### src/rtl/tw_pkg.sv
package tw_pkg;

    localparam int BYTE_W   = 8;
    localparam int ADDR_W   = 6;
    localparam int VOL_W    = 6;
    localparam int BASS_W   = 4;

    localparam logic [1:0] TYPE_DATA   = 2'b00;
    localparam logic [1:0] TYPE_STATUS = 2'b10;

    typedef enum logic [1:0] {
        RT_NONE   = 2'd0,
        RT_DATA   = 2'd1,
        RT_STATUS = 2'd2
    } route_t;

    typedef enum logic {
        SH_IDLE = 1'b0,
        SH_RECV = 1'b1
    } shift_t;

    typedef struct packed {
        logic [1:0]        sys_rate;
        logic [2:0]        in_fmt;
        logic              dc_filt;
        logic [VOL_W-1:0]  vol;
        logic [BASS_W-1:0] bass;
        logic [1:0]        treb;
        logic [1:0]        deemph;
        logic              mute;
        logic [1:0]        fmode;
        logic              adc_en;
        logic              dac_en;
    } ctl_regs_t;

    localparam ctl_regs_t REGS_RST = '{
        sys_rate: 2'b00,
        in_fmt:   3'b000,
        dc_filt:  1'b0,
        vol:      6'b000001,
        bass:     4'b0000,
        treb:     2'b00,
        deemph:   2'b00,
        mute:     1'b0,
        fmode:    2'b00,
        adc_en:   1'b1,
        dac_en:   1'b1
    };

endpackage

### src/rtl/tw_sync.sv
module tw_sync #(
    parameter int         STAGES  = 2,
    parameter int         W       = 3,
    parameter logic [W-1:0] RST_VAL = '1
) (
    input  logic         clk,
    input  logic         rst_n,
    input  logic [W-1:0] async_in,
    output logic [W-1:0] sync_out
);

    logic [W-1:0] pipe [STAGES];

    always_ff @(posedge clk) begin
        if (!rst_n) pipe[0] <= RST_VAL;
        else        pipe[0] <= async_in;
    end

    for (genvar s = 1; s < STAGES; s++) begin : g_stage
        always_ff @(posedge clk) begin
            if (!rst_n) pipe[s] <= RST_VAL;
            else        pipe[s] <= pipe[s-1];
        end
    end

    assign sync_out = pipe[STAGES-1];

endmodule

### src/rtl/tw_shifter.sv
module tw_shifter
    import tw_pkg::*;
#(
    parameter int W = BYTE_W
) (
    input  logic         clk,
    input  logic         rst_n,
    input  logic         mode_s,
    input  logic         sck_s,
    input  logic         sda_s,
    output logic         byte_vld,
    output logic         byte_addr,
    output logic [W-1:0] byte_q
);

    localparam int CW = $clog2(W);
    localparam logic [CW-1:0] LAST = CW'(W - 1);

    shift_t        state, nxt;
    logic          sck_d, mode_d;
    logic [CW-1:0] cnt;
    logic [W-1:0]  sh;
    logic          fall, mchg;

    assign fall = sck_d & ~sck_s;
    assign mchg = mode_d ^ mode_s;

    always_ff @(posedge clk) begin
        if (!rst_n) begin
            sck_d  <= 1'b1;
            mode_d <= 1'b1;
        end else begin
            sck_d  <= sck_s;
            mode_d <= mode_s;
        end
    end

    // state register
    always_ff @(posedge clk) begin
        if (!rst_n) state <= SH_IDLE;
        else        state <= nxt;
    end

    // transitions
    always_comb begin
        nxt = state;
        unique case (state)
            SH_IDLE: if (!mchg && fall) nxt = SH_RECV;
            SH_RECV: begin
                if (mchg)                      nxt = SH_IDLE;
                else if (fall && cnt == LAST)  nxt = SH_IDLE;
            end
            default: nxt = SH_IDLE;
        endcase
    end

    // datapath and outputs
    always_ff @(posedge clk) begin
        if (!rst_n) begin
            cnt       <= '0;
            sh        <= '0;
            byte_vld  <= 1'b0;
            byte_addr <= 1'b0;
            byte_q    <= '0;
        end else begin
            byte_vld <= 1'b0;
            unique case (state)
                SH_IDLE: begin
                    cnt <= '0;
                    if (!mchg && fall) begin
                        sh  <= {sh[W-2:0], sda_s};
                        cnt <= CW'(1);
                    end
                end
                SH_RECV: begin
                    if (mchg) begin
                        cnt <= '0;
                    end else if (fall) begin
                        sh <= {sh[W-2:0], sda_s};
                        if (cnt == LAST) begin
                            cnt       <= '0;
                            byte_vld  <= 1'b1;
                            byte_addr <= ~mode_s;
                            byte_q    <= {sh[W-2:0], sda_s};
                        end else begin
                            cnt <= cnt + CW'(1);
                        end
                    end
                end
                default: cnt <= '0;
            endcase
        end
    end

    // a level change on the mode line empties the shifter
    p_mode_flush_r10: assert property (@(posedge clk) disable iff (!rst_n)
        mchg |=> (state == SH_IDLE && !byte_vld));

    // a completed byte is always caused by a bus clock fall
    p_byte_on_fall_r2: assert property (@(posedge clk) disable iff (!rst_n)
        byte_vld |-> $past(fall));

endmodule

### src/rtl/tw_decoder.sv
module tw_decoder
    import tw_pkg::*;
#(
    parameter logic [ADDR_W-1:0] DEV_ADDR = 6'b000101
) (
    input  logic              clk,
    input  logic              rst_n,
    input  logic              byte_vld,
    input  logic              byte_addr,
    input  logic [BYTE_W-1:0] byte_q,
    output ctl_regs_t         regs,
    output logic              upd
);

    route_t route, route_nxt;
    logic   hit;

    assign hit = (byte_q[BYTE_W-1 -: ADDR_W] == DEV_ADDR);

    // state register
    always_ff @(posedge clk) begin
        if (!rst_n) route <= RT_NONE;
        else        route <= route_nxt;
    end

    // transitions: only a completed address byte moves the routing
    always_comb begin
        route_nxt = route;
        if (byte_vld && byte_addr) begin
            if (hit && byte_q[1:0] == TYPE_DATA)        route_nxt = RT_DATA;
            else if (hit && byte_q[1:0] == TYPE_STATUS) route_nxt = RT_STATUS;
            else                                        route_nxt = RT_NONE;
        end
    end

    // register writes and strobe
    always_ff @(posedge clk) begin
        if (!rst_n) begin
            regs <= REGS_RST;
            upd  <= 1'b0;
        end else begin
            upd <= 1'b0;
            if (byte_vld && !byte_addr) begin
                unique case (route)
                    RT_STATUS: begin
                        if (byte_q[7:6] == 2'b00) begin
                            regs.sys_rate <= byte_q[5:4];
                            regs.in_fmt   <= byte_q[3:1];
                            regs.dc_filt  <= byte_q[0];
                            upd           <= 1'b1;
                        end
                    end
                    RT_DATA: begin
                        casez (byte_q)
                            8'b00??????: begin
                                regs.vol <= byte_q[5:0];
                                upd      <= 1'b1;
                            end
                            8'b01??????: begin
                                regs.bass <= byte_q[5:2];
                                regs.treb <= byte_q[1:0];
                                upd       <= 1'b1;
                            end
                            8'b100?????: begin
                                regs.deemph <= byte_q[4:3];
                                regs.mute   <= byte_q[2];
                                regs.fmode  <= byte_q[1:0];
                                upd         <= 1'b1;
                            end
                            8'b110000??: begin
                                regs.adc_en <= byte_q[1];
                                regs.dac_en <= byte_q[0];
                                upd         <= 1'b1;
                            end
                            default: ;
                        endcase
                    end
                    RT_NONE: ;
                    default: ;
                endcase
            end
        end
    end

    // strobe lasts one cycle
    p_upd_single_r11: assert property (@(posedge clk) disable iff (!rst_n)
        upd |=> !upd);

    // strobe only follows a completed byte
    p_upd_cause_r11: assert property (@(posedge clk) disable iff (!rst_n)
        upd |-> $past(byte_vld && !byte_addr));

    // registers move only together with the strobe
    p_regs_quiet_r11: assert property (@(posedge clk) disable iff (!rst_n)
        !upd |-> $stable(regs));

    // no routing means no write
    p_unrouted_ignored_r9: assert property (@(posedge clk) disable iff (!rst_n)
        (route == RT_NONE && byte_vld && !byte_addr) |=> !upd);

    // matching data-type address selects data routing
    p_select_data_r2: assert property (@(posedge clk) disable iff (!rst_n)
        (byte_vld && byte_addr && hit && byte_q[1:0] == TYPE_DATA) |=> route == RT_DATA);

    // data-mode bytes never change the routing
    p_route_held_r8: assert property (@(posedge clk) disable iff (!rst_n)
        !(byte_vld && byte_addr) |=> $stable(route));

endmodule

### src/rtl/tw_ctrl_slave.sv
module tw_ctrl_slave
    import tw_pkg::*;
#(
    parameter int                SYNC_STAGES = 2,
    parameter logic [ADDR_W-1:0] DEV_ADDR    = 6'b000101
) (
    input  logic       clk,
    input  logic       rst_n,
    input  logic       bus_mode,
    input  logic       bus_clk,
    input  logic       bus_data,
    output logic [1:0] sys_rate,
    output logic [2:0] in_fmt,
    output logic       dc_filt,
    output logic [5:0] vol,
    output logic [3:0] bass,
    output logic [1:0] treb,
    output logic [1:0] deemph,
    output logic       mute,
    output logic [1:0] fmode,
    output logic       adc_en,
    output logic       dac_en,
    output logic       upd
);

    logic [2:0]        lines_s;
    logic              byte_vld, byte_addr;
    logic [BYTE_W-1:0] byte_q;
    ctl_regs_t         regs;

    tw_sync #(
        .STAGES (SYNC_STAGES),
        .W      (3),
        .RST_VAL(3'b111)
    ) u_sync (
        .clk     (clk),
        .rst_n   (rst_n),
        .async_in({bus_mode, bus_clk, bus_data}),
        .sync_out(lines_s)
    );

    tw_shifter #(.W(BYTE_W)) u_shift (
        .clk      (clk),
        .rst_n    (rst_n),
        .mode_s   (lines_s[2]),
        .sck_s    (lines_s[1]),
        .sda_s    (lines_s[0]),
        .byte_vld (byte_vld),
        .byte_addr(byte_addr),
        .byte_q   (byte_q)
    );

    tw_decoder #(.DEV_ADDR(DEV_ADDR)) u_dec (
        .clk      (clk),
        .rst_n    (rst_n),
        .byte_vld (byte_vld),
        .byte_addr(byte_addr),
        .byte_q   (byte_q),
        .regs     (regs),
        .upd      (upd)
    );

    assign sys_rate = regs.sys_rate;
    assign in_fmt   = regs.in_fmt;
    assign dc_filt  = regs.dc_filt;
    assign vol      = regs.vol;
    assign bass     = regs.bass;
    assign treb     = regs.treb;
    assign deemph   = regs.deemph;
    assign mute     = regs.mute;
    assign fmode    = regs.fmode;
    assign adc_en   = regs.adc_en;
    assign dac_en   = regs.dac_en;

endmodule

### config.mk
export PLATFORM = sky130hd
export DESIGN_NAME = tw_ctrl_slave
export DESIGN_NICKNAME = d
export VERILOG_FILES = /design/src/rtl/tw_pkg.sv /design/src/rtl/tw_sync.sv /design/src/rtl/tw_shifter.sv /design/src/rtl/tw_decoder.sv /design/src/rtl/tw_ctrl_slave.sv
export SDC_FILE = /design/constraint.sdc
export NUM_CORES = 1
export LEC_CHECK = 0
export BUFFER_PORTS_ARGS = -buffer_cell sky130_fd_sc_hd__buf_4
export CAP_MARGIN = 10
export CORE_UTILIZATION = 50
export DETAILED_ROUTE_END_ITERATION = 6
export GPL_TIMING_DRIVEN = 0
export PLACE_DENSITY = 0.7
export SKIP_CTS_REPAIR_TIMING = 1
export SLEW_MARGIN = 25
export SYNTH_ARGS = -nofsm -noshare
export SYNTH_HDL_FRONTEND = slang
export SYNTH_SLANG_ARGS = --single-unit
### constraint.sdc
create_clock -name clk -period 1.4 [get_ports clk]
set_input_delay 0.35 -clock clk [delete_from_list [all_inputs] [get_ports clk]]
set_output_delay 0.35 -clock clk [all_outputs]
set_load 0.02 [all_outputs]
==> flow_metrics.env <==
export IMPL_antenna_cells=0
export IMPL_rr_worst_depth=5
export IMPL_antenna_found_initial=0
export IMPL_core_area_um2=4410
export IMPL_grt_use_total_pct=23.2
export IMPL_path_buf_inv=1
export IMPL_critPathMaxStageDelay_ns=0.52
export IMPL_period_share_pct=105
export IMPL_cts_max_level=3
export IMPL_start_util_pct=52.6
export IMPL_globalplace_congestion=0.779
export IMPL_drv_cap=0
export IMPL_utilization_pct=68.4
export IMPL_setup_viol=16
export IMPL_fin_area_um2=3020
export IMPL_power_total_mw=3.43
export IMPL_rows=24
export IMPL_path_class="reg -> reg"
export IMPL_die_area_um2=4920
export IMPL_place_area_um2=2610
export IMPL_cp_required_ns=1.60
export IMPL_fin_crit_ns=1.46
export IMPL_fin_worst_skew_ns=0.00791
export IMPL_drc=0
export IMPL_wirelength_um=5560
export IMPL_cellPowerDensity_nw_per_um2=1130
export IMPL_wl_per_cell_um=15.2
export IMPL_crit_path_top_delay_cell="or4b_4"
export IMPL_cp_depth=5
export IMPL_top_level_ports=31
export IMPL_grt_ovfl_total=0
export IMPL_numClockSinks=57
export IMPL_syn_area_um2=2320
export IMPL_crit_start="u_dec.route[0]$_SDFFE_PN0P_"
export IMPL_drtPass1Iterations=4
export IMPL_instances_no_fill=365
export IMPL_hold_path_depth=2
export IMPL_met1_usage_pct=30.7
export IMPL_numPortBuffers=30
export IMPL_p_leak_nw=1.06
export IMPL_syn_inst=266
export IMPL_min_path_type="in -> reg"
export IMPL_ir_worst_vdd_uv=712
export IMPL_fmax_ghz=0.683
export IMPL_hold_start="bus_mode"
export IMPL_tritoncts="done"
export IMPL_violations="setup timing"
export IMPL_cp_cell_sequence="inv_2, ha_2, or4b_4, o21ai_1, a21oi_1"
export IMPL_rsz0062_at_grt="yes"
export IMPL_dp_slack_ns=-0.195
export IMPL_synth_cell_type_count=36
export IMPL_hold_viol_final=0
export IMPL_clkSlewWorstSetupHoldPaths_ns=0.07
export IMPL_met2_usage_pct=36.2
export IMPL_grt_max_degree=11
export IMPL_layout_nets=318
export IMPL_hold_slack_ns=0.189
export IMPL_drv_slew=0
export IMPL_slew_headroom_pct=65.1
export IMPL_yosysSeqAreaShare_pct=49.2
export IMPL_cp_start_kind="flop"
export IMPL_critPathArrivalTime_ns=1.67
export IMPL_syn_nets=275
export IMPL_detail_route_antenna_nets=0
export IMPL_synth_seq_cells=57
export IMPL_grt_use_met3_pct=4.91
export IMPL_setup_slack_ns=-0.0640
export IMPL_fp_dieW_um=70.1
export IMPL_drive_gt1_share_pct=27.8
export IMPL_worstSkewPairLatency_ns=0.34
export IMPL_clockBufferDepth=2
export IMPL_cts_root_buffer="clkbuf_8"
export IMPL_critPathMaxFanout=6
export IMPL_hpwl_um=3590
export IMPL_setup_tns_ns=-0.517
export IMPL_end_kind="flop"
export IMPL_vias=2043
export IMPL_syn2layout_area_growth_pct=30.1
export IMPL_vias_per_cell=5.60
export IMPL_worst_slew_pin_slew_ns=0.524
export IMPL_timing_rr_start="u_dec.route[0]$_SDFFE_PN0P_"
export IMPL_grt_pass1_wl_um=8930
export IMPL_status="finished, violations left"
export IMPL_cts_buffers=9
export IMPL_die_h_um=70.1
export IMPL_top_usage_layer="met2"
export IMPL_drt_initial_drc_count=134
export IMPL_cpLargestDelayFamily="simple AND/OR/NAND/NOR gates"
export IMPL_avgSynthCellArea_um2=8.73
export IMPL_place_inst=348
export IMPL_synth_warning_count=0
export IMPL_first_global_vias=1878
==> power breakdown <==
group          internal (mW)  switching (mW)  total [mW]
Combinational         0.0276          0.0594      0.0870
Sequential              1.63          0.0119        1.64
Clock                   1.04           0.656        1.70
Total                   2.70           0.727        3.43
==> synthesized netlist by cell type <==
cell / n / area [um2]
o31ai_1: 2 / 15.0
mux2i_1: 9 / 90.1
inv_1: 8 / 30.0
or3b_2: 1 / 8.76
xor2_1: 1 / 8.76
ha_1: 4 / 50.1
nor3b_1: 1 / 7.51
nor2_1: 2 / 7.51
nand3_1: 32 / 160
a2111oi_2: 1 / 15.0
and4b_1: 1 / 10.0
nor3_1: 3 / 15.0
o21ai_0: 30 / 150
nand3b_1: 4 / 30.0
o21ai_1: 1 / 5.00
nand4bb_1: 1 / 11.3
or4b_4: 2 / 27.5
clkbuf_1: 14 / 52.6
nor4_1: 3 / 18.8
nand2b_1: 10 / 62.6
nor2b_1: 2 / 12.5
a21o_1: 1 / 7.51
and4bb_2: 1 / 12.5
buf_2: 4 / 20.0
and3b_1: 1 / 8.76
nand2_1: 27 / 101
nor4b_2: 1 / 15.0
or2_2: 1 / 6.26
o311ai_0: 1 / 8.76
dfxtp_1: 57 / 1140
o31a_1: 1 / 8.76
a21oi_1: 34 / 170
or3_1: 1 / 6.26
clkbuf_2: 1 / 5.00
xnor2_1: 1 / 8.76
nand4_1: 2 / 12.5
==> final timing paths <==
check	end	slack, ns
max reg2reg	u_dec.regs[22]$_SDFFE_PN0P_	-0.06
max	u_dec.regs[22]$_SDFFE_PN0P_	-0.06
min reg2reg	u_sync.pipe[1][1]$_SDFF_PN1_	0.41
min	u_sync.pipe[0][2]$_SDFF_PN1_	0.19
==> layout by cell type (no fill, tap or decap), types with 3 or more instances in the layout <==
| cell | count |
|---|---|
| nand3_1 | 32 |
| a21oi_1 | 34 |
| nand2_1 | 26 |
| clkbuf_2 | 5 |
| dfxtp_2 | 6 |
| o21ai_1 | 7 |
| ha_4 | 3 |
| nor4_1 | 3 |
| clkbuf_4 | 3 |
| clkbuf_1 | 9 |
| o21ai_0 | 22 |
| buf_4 | 33 |
| nand2b_1 | 10 |
| inv_1 | 7 |
| clkbuf_8 | 10 |
| dfxtp_1 | 49 |
| mux2i_1 | 9 |
| nand3b_1 | 4 |
==> cell families after synthesis <==
| kind of cell | Yosys count | share of synthesized area, % |
|---|---|---|
| AO/OA/AOI/OAI | 71 | 16.4 |
| XOR/XNOR | 2 | 0.755 |
| adder cells (fa/ha/maj) | 4 | 2.16 |
| buffers and inverters | 27 | 4.64 |
| flip-flops | 57 | 49.2 |
| multiplexers | 9 | 3.88 |
| AND/OR/NAND/NOR | 96 | 23.0 |
==> final cells by class <==
cell class,instances,area (um2)
Fill cell,362,1400
Multi-Input combinational cell,182,1210
Sequential cell,57,1160
Timing Repair Buffer,34,259
Clock buffer,12,145
Buffer,17,90.1
Clock inverter,3,65.1
Tap cell,52,65.1
Inverter,8,30.0
==> flip-flops by register name (all words and copies together), names as in the netlist <==
register and cells:
u_dec.regs 25, u_shift.byte_q 8, u_shift.sh 7, u_sync.pipe 6
u_shift.cnt 3, u_dec.route 2, u_dec.upd 1, u_shift.byte_addr 1
u_shift.byte_vld 1, u_shift.mode_d 1, u_shift.sck_d 1, u_shift.state 1
==> routing by layer <==
layer,wire (um),vias to the layer above,part of all wire (%)
met3,240,11,4.3
met4,99,0,1.8
li1,-,1025,-
met5,0,-,0
met1,2620,963,47
met2,2600,44,47
Note: power is estimated with default switching activity, not from simulation.
